--- config.mk ---
export PLATFORM = sky130hd
export DESIGN_NAME = afc_flow_trigger
export DESIGN_NICKNAME = d
export VERILOG_FILES = /design/src/rtl/afc_pkg.sv /design/src/rtl/afc_dur_lut.sv /design/src/rtl/afc_trig.sv /design/src/rtl/afc_bp_timer.sv /design/src/rtl/afc_pause.sv /design/src/rtl/afc_flow_trigger.sv
export SDC_FILE = /design/constraint.sdc
export NUM_CORES = 1
export LEC_CHECK = 0
export BUFFER_PORTS_ARGS = -buffer_cell sky130_fd_sc_hd__buf_2
export CAP_MARGIN = 30
export CORE_MARGIN = 3
export CORE_UTILIZATION = 45
export DETAILED_ROUTE_END_ITERATION = 6
export PLACE_DENSITY = 0.66
export SLEW_MARGIN = 0
export SYNTH_ARGS = -nofsm -noshare
export SYNTH_HDL_FRONTEND = slang
export SYNTH_SLANG_ARGS = --single-unit
--- constraint.sdc ---
create_clock -name clk -period 8.45 [get_ports clk]
set_input_delay 1.2675 -clock clk [delete_from_list [all_inputs] [get_ports clk]]
set_output_delay 1.2675 -clock clk [all_outputs]
set_load 0.05 [all_outputs]
--- src/rtl/afc_pkg.sv ---
package afc_pkg;

   // Enable word layout: bit 3 multicast, bit 2 broadcast, bit 1 address hit, bit 0 any frame
   typedef struct packed {
      logic mcast;
      logic bcast;
      logic addr;
      logic any;
   } afc_en_t;

   // Base backpressure time in microseconds for the 100 Mb/s mode
   function automatic int unsigned afc_base_us(input logic [2:0] idx);
      int unsigned us;
      case (idx)
         3'd0:    us = 5;
         3'd1:    us = 10;
         3'd2:    us = 15;
         3'd3:    us = 25;
         3'd4:    us = 50;
         3'd5:    us = 100;
         3'd6:    us = 150;
         default: us = 200;
      endcase
      return us;
   endfunction

endpackage

--- src/rtl/afc_dur_lut.sv ---
module afc_dur_lut #(
   parameter int unsigned TICKS_PER_US = 10,
   parameter int unsigned SLOW_EXTRA_TENTHS = 22,
   parameter int unsigned CNT_W = 12,
   parameter bit          CLAMP_HIGH = 1'b1
) (
   input  logic [3:0]       code_i,
   input  logic             fast_i,
   output logic [CNT_W-1:0] ticks_o
);
   import afc_pkg::*;

   localparam int unsigned SLOW_EXTRA = (SLOW_EXTRA_TENTHS * TICKS_PER_US) / 10;
   localparam int unsigned MAX_TICKS  = 200 * TICKS_PER_US + SLOW_EXTRA;

   initial begin
      assert (TICKS_PER_US % 10 == 0)
         else $error("afc_dur_lut: TICKS_PER_US must be a multiple of 10");
      assert (CNT_W >= $clog2(MAX_TICKS + 1))
         else $error("afc_dur_lut: CNT_W too narrow for longest duration");
   end

   logic [2:0]  idx;
   int unsigned total;

   generate
      if (CLAMP_HIGH) begin : g_clamp
         assign idx = code_i[3] ? 3'd7 : code_i[2:0];
      end else begin : g_wrap
         assign idx = code_i[2:0];
      end
   endgenerate

   always_comb begin
      total   = afc_base_us(idx) * TICKS_PER_US + (fast_i ? 0 : SLOW_EXTRA);
      ticks_o = CNT_W'(total);
   end

endmodule

--- src/rtl/afc_trig.sv ---
module afc_trig #(
   parameter int unsigned LVL_W = 8,
   parameter bit          REG_CMP = 1'b0
) (
   input  logic             clk,
   input  logic             rst_n,
   input  afc_pkg::afc_en_t en_i,
   input  logic             full_duplex_i,
   input  logic [LVL_W-1:0] level_i,
   input  logic [LVL_W-1:0] thresh_i,
   input  logic             preamble_i,
   input  logic             mcast_i,
   input  logic             bcast_i,
   input  logic             addr_i,
   output logic             hd_fire_o,
   output logic             fd_fire_o
);
   initial begin
      assert (LVL_W >= 1 && LVL_W <= 32)
         else $error("afc_trig: LVL_W out of range");
   end

   logic level_hit;
   logic class_hit;

   generate
      if (REG_CMP) begin : g_reg_cmp
         logic hit_q;
         always_ff @(posedge clk) begin
            if (!rst_n) hit_q <= 1'b0;
            else        hit_q <= (level_i >= thresh_i);
         end
         assign level_hit = hit_q;
      end else begin : g_comb_cmp
         assign level_hit = (level_i >= thresh_i);
      end
   endgenerate

   always_comb begin
      class_hit = (en_i.mcast & mcast_i) | (en_i.bcast & bcast_i) | (en_i.addr & addr_i);
      hd_fire_o = ~full_duplex_i & level_hit & (en_i.any ? preamble_i : class_hit);
      fd_fire_o = full_duplex_i & en_i.any & level_hit;
   end

endmodule

--- src/rtl/afc_bp_timer.sv ---
module afc_bp_timer #(
   parameter int unsigned CNT_W = 12
) (
   input  logic             clk,
   input  logic             rst_n,
   input  logic             fire_i,
   input  logic [CNT_W-1:0] load_i,
   input  logic             tick_i,
   output logic             active_o
);
   logic [CNT_W-1:0] cnt;

   always_ff @(posedge clk) begin
      if (!rst_n) begin
         cnt <= '0;
      end else if (cnt == '0) begin
         if (fire_i) cnt <= load_i;
      end else if (tick_i) begin
         cnt <= cnt - 1'b1;
      end
   end

   assign active_o = (cnt != '0);

   // without a tick the interval cannot end
   a_r11_hold_no_tick: assert property (@(posedge clk) disable iff (!rst_n)
      active_o && !tick_i |=> active_o);

   // the interval ends only right after a counted tick
   a_r11_fall_on_tick: assert property (@(posedge clk) disable iff (!rst_n)
      $fell(active_o) |-> $past(tick_i));

   // a running interval is never reloaded upward
   a_r10_no_retrigger: assert property (@(posedge clk) disable iff (!rst_n)
      active_o |=> (cnt <= $past(cnt)));

endmodule

--- src/rtl/afc_pause.sv ---
module afc_pause (
   input  logic clk,
   input  logic rst_n,
   input  logic fire_i,
   input  logic ack_i,
   output logic req_o
);
   always_ff @(posedge clk) begin
      if (!rst_n) begin
         req_o <= 1'b0;
      end else if (req_o) begin
         if (ack_i) req_o <= 1'b0;
      end else if (fire_i) begin
         req_o <= 1'b1;
      end
   end

   // request held until acknowledged
   a_r6_hold: assert property (@(posedge clk) disable iff (!rst_n)
      req_o && !ack_i |=> req_o);

   // request drops the cycle after acknowledge
   a_r6_clear: assert property (@(posedge clk) disable iff (!rst_n)
      req_o && ack_i |=> !req_o);

endmodule

--- src/rtl/afc_flow_trigger.sv ---
module afc_flow_trigger #(
   parameter int unsigned LVL_W = 8,
   parameter int unsigned TICKS_PER_US = 10,
   parameter int unsigned SLOW_EXTRA_TENTHS = 22,
   parameter int unsigned CNT_W = 12,
   parameter bit          CLAMP_HIGH = 1'b1,
   parameter bit          REG_CMP = 1'b0
) (
   input  logic             clk,
   input  logic             rst_n,
   input  logic [3:0]       cfg_en,
   input  logic [3:0]       cfg_dur,
   input  logic             full_duplex,
   input  logic             speed_100,
   input  logic             tick,
   input  logic [LVL_W-1:0] fifo_level,
   input  logic [LVL_W-1:0] fifo_thresh,
   input  logic             rx_preamble,
   input  logic             rx_mcast,
   input  logic             rx_bcast,
   input  logic             rx_addr_hit,
   input  logic             pause_ack,
   output logic             bp_active,
   output logic             pause_req
);
   import afc_pkg::*;

   afc_en_t          en;
   logic             hd_fire;
   logic             fd_fire;
   logic [CNT_W-1:0] dur_ticks;

   assign en = afc_en_t'(cfg_en);

   afc_trig #(.LVL_W(LVL_W), .REG_CMP(REG_CMP)) u_trig (
      .clk           (clk),
      .rst_n         (rst_n),
      .en_i          (en),
      .full_duplex_i (full_duplex),
      .level_i       (fifo_level),
      .thresh_i      (fifo_thresh),
      .preamble_i    (rx_preamble),
      .mcast_i       (rx_mcast),
      .bcast_i       (rx_bcast),
      .addr_i        (rx_addr_hit),
      .hd_fire_o     (hd_fire),
      .fd_fire_o     (fd_fire)
   );

   afc_dur_lut #(
      .TICKS_PER_US      (TICKS_PER_US),
      .SLOW_EXTRA_TENTHS (SLOW_EXTRA_TENTHS),
      .CNT_W             (CNT_W),
      .CLAMP_HIGH        (CLAMP_HIGH)
   ) u_lut (
      .code_i  (cfg_dur),
      .fast_i  (speed_100),
      .ticks_o (dur_ticks)
   );

   afc_bp_timer #(.CNT_W(CNT_W)) u_timer (
      .clk      (clk),
      .rst_n    (rst_n),
      .fire_i   (hd_fire),
      .load_i   (dur_ticks),
      .tick_i   (tick),
      .active_o (bp_active)
   );

   afc_pause u_pause (
      .clk    (clk),
      .rst_n  (rst_n),
      .fire_i (fd_fire),
      .ack_i  (pause_ack),
      .req_o  (pause_req)
   );

   // pause requests only come from full-duplex with the any-frame enable
   a_r5_pause_source: assert property (@(posedge clk) disable iff (!rst_n)
      $rose(pause_req) |-> $past(full_duplex && cfg_en[0]));

   // backpressure never starts in full-duplex mode
   a_r5_no_fd_jam: assert property (@(posedge clk) disable iff (!rst_n)
      $rose(bp_active) |-> !$past(full_duplex));

   generate
      if (!REG_CMP) begin : g_lvl_chk
         // every new interval or request needs the level reached
         a_r2_level_gate: assert property (@(posedge clk) disable iff (!rst_n)
            ($rose(bp_active) || $rose(pause_req)) |-> $past(fifo_level >= fifo_thresh));
      end
   endgenerate

endmodule

After elaboration in Yosys (flattened, before gate mapping)
Cells that the tools add are included.
{"block": "word_totals", "ff_bits": 13, "out_inout_bits": 2, "input_bits": 34}
{"block": "classes", "multipliers": 1, "n_bitwise": 10, "n_addsub": 2, "n_lt_le_gt_ge": 1, "mux": 10, "n_eq_ne": 7, "n_reduce_logical": 5}
{"op": "$pmux W8 S7", "count": 1}
{"op": "$mux W12", "count": 3}
{"op": "$add A12 B12 Y12", "count": 1}
{"op": "$logic_not A12 Y1", "count": 1}
{"op": "$reduce_bool A12 Y1", "count": 1}
{"op": "$sub A12 B1 Y12 const B", "count": 1}
{"op": "$mul A8 B3 Y11 const B", "count": 1}
{"op": "$eq A3 B3 Y1 const B", "count": 3}
{"op": "$ge A8 B8 Y1", "count": 1}
{"op": "$and A1 B1 Y1", "count": 7}
{"op": "$eq A3 B2 Y1 const B", "count": 2}
{"op": "$mux W5", "count": 1}
{"op": "$mux W1", "count": 4}
{"op": "$eq A3 B1 Y1 const B", "count": 1}
{"op": "$logic_not A3 Y1", "count": 1}
{"op": "$mux W3", "count": 1}
{"op": "$ne A2 B2 Y1 const B", "count": 1}
{"op": "$or A1 B1 Y1", "count": 2}
{"op": "$reduce_and A2 Y1", "count": 1}
{"op": "$reduce_bool A2 Y1", "count": 1}
{"op": "$not A1 Y1", "count": 1}

Logic depth before layout (Yosys ltp)
Gate-level depths: netlist of run 1.
{"block": "depth", "ltp_word": 7, "mapped_depth": 15}

By module
From an unflattened synthesis of run 1, not the netlist that was laid out.
{"block": "unflattened", "hier_cells": 216, "area_unflattened_um2": 1739.2}
{"mod": "afc_bp_timer", "seq_area_each_um2": 240.2, "area_each_um2": 775.7, "n_inst": 1, "cells_per_inst": 94}
{"mod": "afc_dur_lut", "seq_area_each_um2": 0.0, "area_each_um2": 681.9, "n_inst": 1, "cells_per_inst": 85}
{"mod": "afc_trig", "seq_area_each_um2": 0.0, "area_each_um2": 230.2, "n_inst": 1, "cells_per_inst": 33}
{"mod": "afc_pause", "seq_area_each_um2": 20.0, "area_each_um2": 51.3, "n_inst": 1, "cells_per_inst": 4}

Least setup slack after synthesis of run 1
No wires, ideal clock.
{"block": "synth_path", "kind": "input to register", "startpoint": "input cfg_dur[0]", "endpoint": "register u_timer.cnt[10]", "setup_time_ps": 101, "stages": 11, "arrival_time_ps": 4018, "n_path_buf": 1, "slack_ps": 4331, "path_cell_list": "clkbuf_1 -> or3b_2 -> and2_1 -> ha_1 -> o211ai_1 -> fa_1 -> or3_1 -> nor3_2 -> nand3_1 -> xnor2_1 -> o41ai_1"}
{"block": "synth_via", "elab_chain_cells": 7, "elab_cells_between_ends": 13, "classes_between": "1 x add/sub; 1 x mul; 6 x eq/ne; 4 x mux; 1 x reduce/logical"}
{"element": "from (decl)", "line_no": "afc_flow_trigger.sv:12", "rtl": "input logic [3:0] cfg_dur,"}
{"element": "$mux W3 (*)", "line_no": "afc_dur_lut.sv:28", "rtl": "assign idx = code_i[3] ? 3'd7 : code_i[2:0];"}
{"element": "$eq A3 B3 Y1, or another cell as far along", "line_no": "afc_pkg.sv:14", "rtl": "case (idx)"}
{"element": "$pmux W8 S7 (*)", "line_no": "afc_pkg.sv:14"}
{"element": "$mul A8 B3 Y11 (*)", "line_no": "afc_dur_lut.sv:35", "rtl": "total = afc_base_us(idx) * TICKS_PER_US + (fast_i ? 0 : SLOW_EXTRA);"}
{"element": "$add A12 B12 Y12 (*)", "line_no": "afc_dur_lut.sv:35"}
{"element": "$mux W12 (*)", "line_no": "afc_bp_timer.sv:17", "rtl": "if (fire_i) cnt <= load_i;"}
{"element": "$mux W12 (*)", "line_no": "afc_bp_timer.sv:16", "rtl": "end else if (cnt == '0) begin"}
{"element": "to (signal assigned)", "line_no": "afc_bp_timer.sv:17"}
{"element": "to (signal assigned)", "line_no": "afc_bp_timer.sv:19", "rtl": "cnt <= cnt - 1'b1;"}
{"element": "to (decl)", "line_no": "afc_bp_timer.sv:11", "rtl": "logic [CNT_W-1:0] cnt;"}
Every way passes the cells marked *; elsewhere a longest branch is shown, timed or not. The select of a mux whose other input is x is not followed.
A chain may end at the register's enable or synchronous reset.

Worst setup path in the final report of run 1
Ends and elaborated chain as after synthesis.

==> impl_metrics.tcl, run 1 <==
set metrics [dict create \
    status "completed" \
    htreeDepth 1 \
    p_sw_mw 0.3153 \
    rsz0062_at_grt "false" \
    maxSlewViolCount 0 \
    fin_crit_sh 0.4689 \
    overflow 0 \
    drtPass1Iterations 4 \
    start_kind "input port" \
    path_class "in -> reg" \
    async_flop_share 0 \
    grt_pass1_wl_um 6230 \
    p_sw_frac 0.5175 \
    crit_fanout 13 \
    grt_start_max_net_pins 14 \
    drive_gt1_frac 0.2184 \
    vias 1638 \
    synth.net_count 286 \
    reg2reg_slack_ns 5.96 \
    clock_sinks 13 \
    grt_pass1_vias 1438 \
    start_util 0.4735 \
    timing.setup.tns_ns 0 \
    postCtsSetupBuffers 0 \
    clock_path_buffers 2 \
    multi_input_area_sq_um 1375 \
    fp.dieH_um 68.30 \
    power_frac_clock 0.092 \
    synth_top_cell_area_share 0.1490 \
    final_antenna_net_count 0 \
    p_seq_frac 0.204 \
    port_buffers 35 \
    fmax_ghz 0.2524 \
    slowest_stage "or3b_2" \
    die-width_um 68.30 \
    yosys_warnings 0 \
    drc 0 \
    cts_hold_buf 0 \
    antenna_found_initial 0 \
    critPathBufInv 1 \
    ys_seq_area_frac 0.1490 \
    post-place-cells 305 \
    diodes 0 \
    ctsRootBufferMaster "clkbuf_8" \
    wl_um 3726 \
    place_hpwl_um 3048 \
    relSlewSlack 0.5374 \
    wl_per_cell_um 12.06 \
    ios 36 \
    cp_top_family "simple AND/OR/NAND/NOR gates" \
    clkSlewWorstSetupHoldPaths_ns 0.06 \
    stdcell_area_sq_um 1988 \
    fill_cells 373 \
    hold_viol 0 \
    ys_dominant_reg_cell "dfxtp_1" \
    post-route-min-period_ns 3.962 \
    insertion_delay_ns 0.25 \
    cts_resized 0 \
    required_ns 8.59 \
    tritoncts "yes" \
    synth.area.top_cells "dfxtp_1, ha_1, nand2_1" \
    stdcell_count 309 \
    leakage_nw 0.9177 \
    nNetsFinal 318 \
    max_stage_delay_ns 0.49 \
    synth_enable_flop_cells 0 \
    drv_cap 0 \
    combinationalPowerShare 0.704 \
    crit_chain "buf_2 > or3b_2 > and2_1 > ha_1 > o211ai_1 > fa_1 > or3_1 > nor3_2 > nand3_1 > xnor2_1 > o41ai_1" \
    peakVddDrop_v 0.0001206 \
    synth_area_sq_um 1747 \
    hp-class "reg -> reg" \
    cts_buffers 3 \
    synth.avg_cell_area_sq_um 7.594 \
    fin_skew_ns 0.005437 \
    synth.ff_latch_count 13 \
    core_sq_um 3689 \
    yosys.cell_types.count 55 \
    utilization 0.5390 \
    place_area_sq_um 1942 \
    regArea_sq_um 260.3 \
    finalSetupViolCount 0 \
    synthCells 230 \
    yosysTopAreaCell "dfxtp_1" \
    viasPerCell 5.301 \
    rows 22 \
    internal-power_mw 0.2941 \
    track_usage 0.1721 \
    place_congestion 0.8585 \
    cp.arrival_ns 4.10 \
    cp-end-kind "flop" \
    syn_to_final_growth_pct 13.83 \
    tightest_slew_ns 0.6876 \
    holdWs_ns 0.5017 \
    dieArea_sq_um 4665 \
    drt_iter0_markers 80 \
    powerDensity_nw_per_um2 306.5 \
]
==> layout by cell type, fill, tap and decap left out, types with 6 or more instances in the layout <==
master / netlist / final
o21ai_0: 8 / 8
xnor2_1: 6 / 6
inv_1: 19 / 19
nor3_1: 6 / 6
buf_2: 2 / 35
dfxtp_1: 13 / 13
ha_1: 20 / 20
nand2_1: 22 / 22
nand2b_1: 7 / 7
xor2_1: 7 / 7
a21oi_1: 12 / 12
nor2_1: 22 / 22
nand3_1: 6 / 6
==> tightest hold or removal path, stage by stage, from the launching register on <==
cell and delay, ns:
dfxtp_1 0.33, o41ai_1 0.07, a21oi_1 0.05
==> per-stage QoR <==
stage	worst slack [ns]	power, mW
2_1_floorplan	4.331	0.4701
3_3_place_gp	4.309	0.5476
3_5_place_dp	4.214	0.5494
4_1_cts	4.462	0.6072
5_1_grt	4.244	0.6662
6_report	4.488	0.6094
==> Yosys cell counts, types with 3 or more instances <==
cell type / number
inv_1: 19
nor2_1: 22
or2_2: 3
o21ai_0: 8
nand2b_1: 7
o21ai_1: 4
nor2b_1: 3
a31oi_1: 4
xor2_1: 7
xnor2_1: 6
dfxtp_1: 13
nor3_1: 6
a21o_1: 3
nand2_1: 22
nor3_2: 4
clkbuf_1: 5
nand3b_1: 3
nor4_1: 3
a211oi_1: 3
ha_1: 20
nand3_1: 6
a22oi_1: 4
a21oi_1: 12
or3_1: 3
==> final timing paths <==
kind                        start              end  cells past startpoint
hold / removal    u_timer.cnt[11]  u_timer.cnt[11]                      2
hold reg to reg   u_timer.cnt[11]  u_timer.cnt[11]                      2
setup / recovery       cfg_dur[0]  u_timer.cnt[10]                     11
setup reg to reg   u_timer.cnt[0]  u_timer.cnt[10]                      9
==> kinds of logic (layout without fill, tap and decap cells) <==
| group | Yosys count | count (layout) | share of synthesized area |
|---|---|---|---|
| other | 1 | 1 | 0.002147 |
| and+or+nand+nor | 96 | 96 | 0.3130 |
| DFF | 13 | 13 | 0.1490 |
| adders and majority gates | 22 | 22 | 0.1662 |
| buffers and inverters | 27 | 58 | 0.06376 |
| AOI/OAI and AO/OA | 55 | 55 | 0.2228 |
| xor gates and xnor gates | 13 | 13 | 0.06519 |
| muxes | 3 | 3 | 0.01791 |
==> registers in the layout, summed over array words and instances, names as in the netlist <==
| name | flops |
|---|---|
| u_pause.req_o | 1 |
| u_timer.cnt | 12 |
==> cell type report <==
cell class              instances  share of cell area
repair buffers                 35             0.08811
well taps                      48             0.03021
multi-input cells             190              0.6916
clock inverters                 1            0.002517
clock buffers                   3             0.02077
inverters                      19             0.03587
flip-flops and latches         13              0.1309
==> per-layer routing <==
layer	track usage	routed length [um]	part of all wire	up-vias
li1	-	-	-	880
met1	0.2262	1776	0.48	706
met2	0.2924	1674	0.45	44
met3	0.009852	207	0.056	8
met4	0.06700	68	0.018	0
met5	0	0	0	-
==> power by group through the flow <==
stage | Sequential (mW) | Clock, mW | Combinational [mW]
6_report | 0.124 | 0.0563 | 0.429
2_1_floorplan | 0.117 | 0 | 0.354
3_3_place_gp | 0.125 | 0 | 0.423
5_1_grt | 0.128 | 0.0610 | 0.477
3_5_place_dp | 0.125 | 0 | 0.425
4_1_cts | 0.123 | 0.0569 | 0.427
No activity file was read; power rests on OpenSTA's default activity.
==> run 2: changes to the inputs <==
- clock period: 8.45 -> 3.72 ns (I/O delays scaled with it)
==> impl_metrics.tcl, run 2 (same netlist as run 1, synthesis figures left out) <==
set metrics [dict create \
    status "completed" \
    antenna_found_initial 0 \
    ios 36 \
    stdcell_count 310 \
    port_buffers 35 \
    required_ns 3.87 \
    wl_per_cell_um 11.88 \
    leakage_nw 0.9194 \
    regArea_sq_um 260.3 \
    finalSetupViolCount 0 \
    grt_start_max_net_pins 14 \
    fp.dieH_um 68.30 \
    hold_viol 0 \
    reg_top3 "u_timer.cnt: 12 flops, u_pause.req_o: 1 flops" \
    htreeDepth 1 \
    fmax_ghz 0.3094 \
    insertion_delay_ns 0.25 \
    utilization 0.5407 \
    drc 0 \
    relSlewSlack 0.5509 \
    largest-register "u_timer.cnt" \
    multi_input_area_sq_um 1375 \
    peakVddDrop_v 0.0002927 \
    post-place-cells 306 \
    start_kind "input port" \
    postCtsSetupBuffers 0 \
    place_congestion 0.8940 \
    diodes 0 \
    rsz0062_at_grt "false" \
    cp.arrival_ns 3.38 \
    fin_skew_ns 0.002333 \
    vias 1637 \
    clock_path_buffers 2 \
    drive_gt1_frac 0.2176 \
    tightest_slew_ns 0.6675 \
    holdWs_ns 0.4979 \
    cp-end-kind "flop" \
    powerDensity_nw_per_um2 690.2 \
    fin_crit_sh 0.8689 \
    post-route-min-period_ns 3.232 \
    clkSlewWorstSetupHoldPaths_ns 0.06 \
    fill_cells 383 \
    cts_hold_buf 0 \
    core_sq_um 3689 \
    crit_fanout 13 \
    drtPass1Iterations 5 \
    overflow 0 \
    nNetsFinal 319 \
    drv_cap 0 \
    cts_resized 0 \
    timing.setup.tns_ns 0 \
    hp-class "reg -> reg" \
    dieArea_sq_um 4665 \
    final_common_cell "buf_2" \
    cts_buffers 3 \
    viasPerCell 5.281 \
    largest_reg_flops 12 \
    most-common-layout-cells "buf_2, nand2_1, nor2_1, ha_1, inv_1" \
    start_util 0.4735 \
    wl_um 3683 \
    final_antenna_net_count 0 \
    grt_pass1_vias 1458 \
    die-width_um 68.30 \
    tritoncts "yes" \
    ctsRootBufferMaster "clkbuf_8" \
    syn_to_final_growth_pct 14.18 \
    clock_sinks 13 \
    maxSlewViolCount 0 \
    place_hpwl_um 3033 \
    grt_pass1_wl_um 6437 \
    drt_iter0_markers 67 \
    path_class "in -> reg" \
    rows 22 \
    track_usage 0.1772 \
]
==> run 2: changes by cell type in the layout (fill, tap and decap cells not counted) <==
cell      change
buf_4         +1
clkbuf_1      +1
clkinv_2      -1
==> run 2: worst paths after layout <==
path / from / endpoint / slack (ns) / depth (start not counted)
worst max-delay path: cfg_dur[0] / u_timer.cnt[10] / 0.49 / 13
worst min-delay path: u_timer.cnt[11] / u_timer.cnt[11] / 0.50 / 2
worst max register to register: u_timer.cnt[0] / u_timer.cnt[10] / 1.27 / 9
worst min register to register: u_timer.cnt[11] / u_timer.cnt[11] / 0.50 / 2
==> run 2: critical path, cell delays in order <==
cell and delay, ns:
buf_2 0.17, or3b_1 0.42, nand2_1 0.07, nor2_1 0.06, ha_1 0.31, inv_1 0.06, fa_1 0.45, xor2_1 0.17
or3_1 0.39, nor3_2 0.18, nand3_1 0.13, xnor2_1 0.14, o41ai_1 0.28
==> run 2: report_power, final <==
part	total (mW)	internal, mW	switching (mW)
logic	0.965	0.396	0.569
registers	0.283	0.199	0.0837
clock network	0.129	0.0758	0.0529
total	1.38	0.671	0.705
==> run 2: area by class of cell <==
type                    count  share of cell area
multi-input cells         190              0.6895
repair buffers             36             0.09159
well taps                  48             0.03011
inverters                  19             0.03576
flip-flops and latches     13              0.1305
clock buffers               4             0.02258
==> run 2: metal layers <==
| metal | up-vias | GRT usage | routed length [um] |
|---|---|---|---|
| li1 | 877 | - | - |
| met1 | 723 | 0.2367 | 1760 |
| met2 | 34 | 0.2996 | 1741 |
| met3 | 3 | 0.01149 | 149 |
| met4 | 0 | 0.05955 | 31 |
| met5 | - | 0 | 0 |
==> run 2: through the flow <==
stage          power [mW]  setup WS [ns]  cell area [sq um]
2_1_floorplan       1.068         0.3103               1747
3_3_place_gp        1.246         0.2836               1949
3_5_place_dp        1.245         0.2151               1949
4_1_cts             1.380         0.4681               1994
5_1_grt             1.512         0.2937               1994
6_report            1.377         0.4878               1994
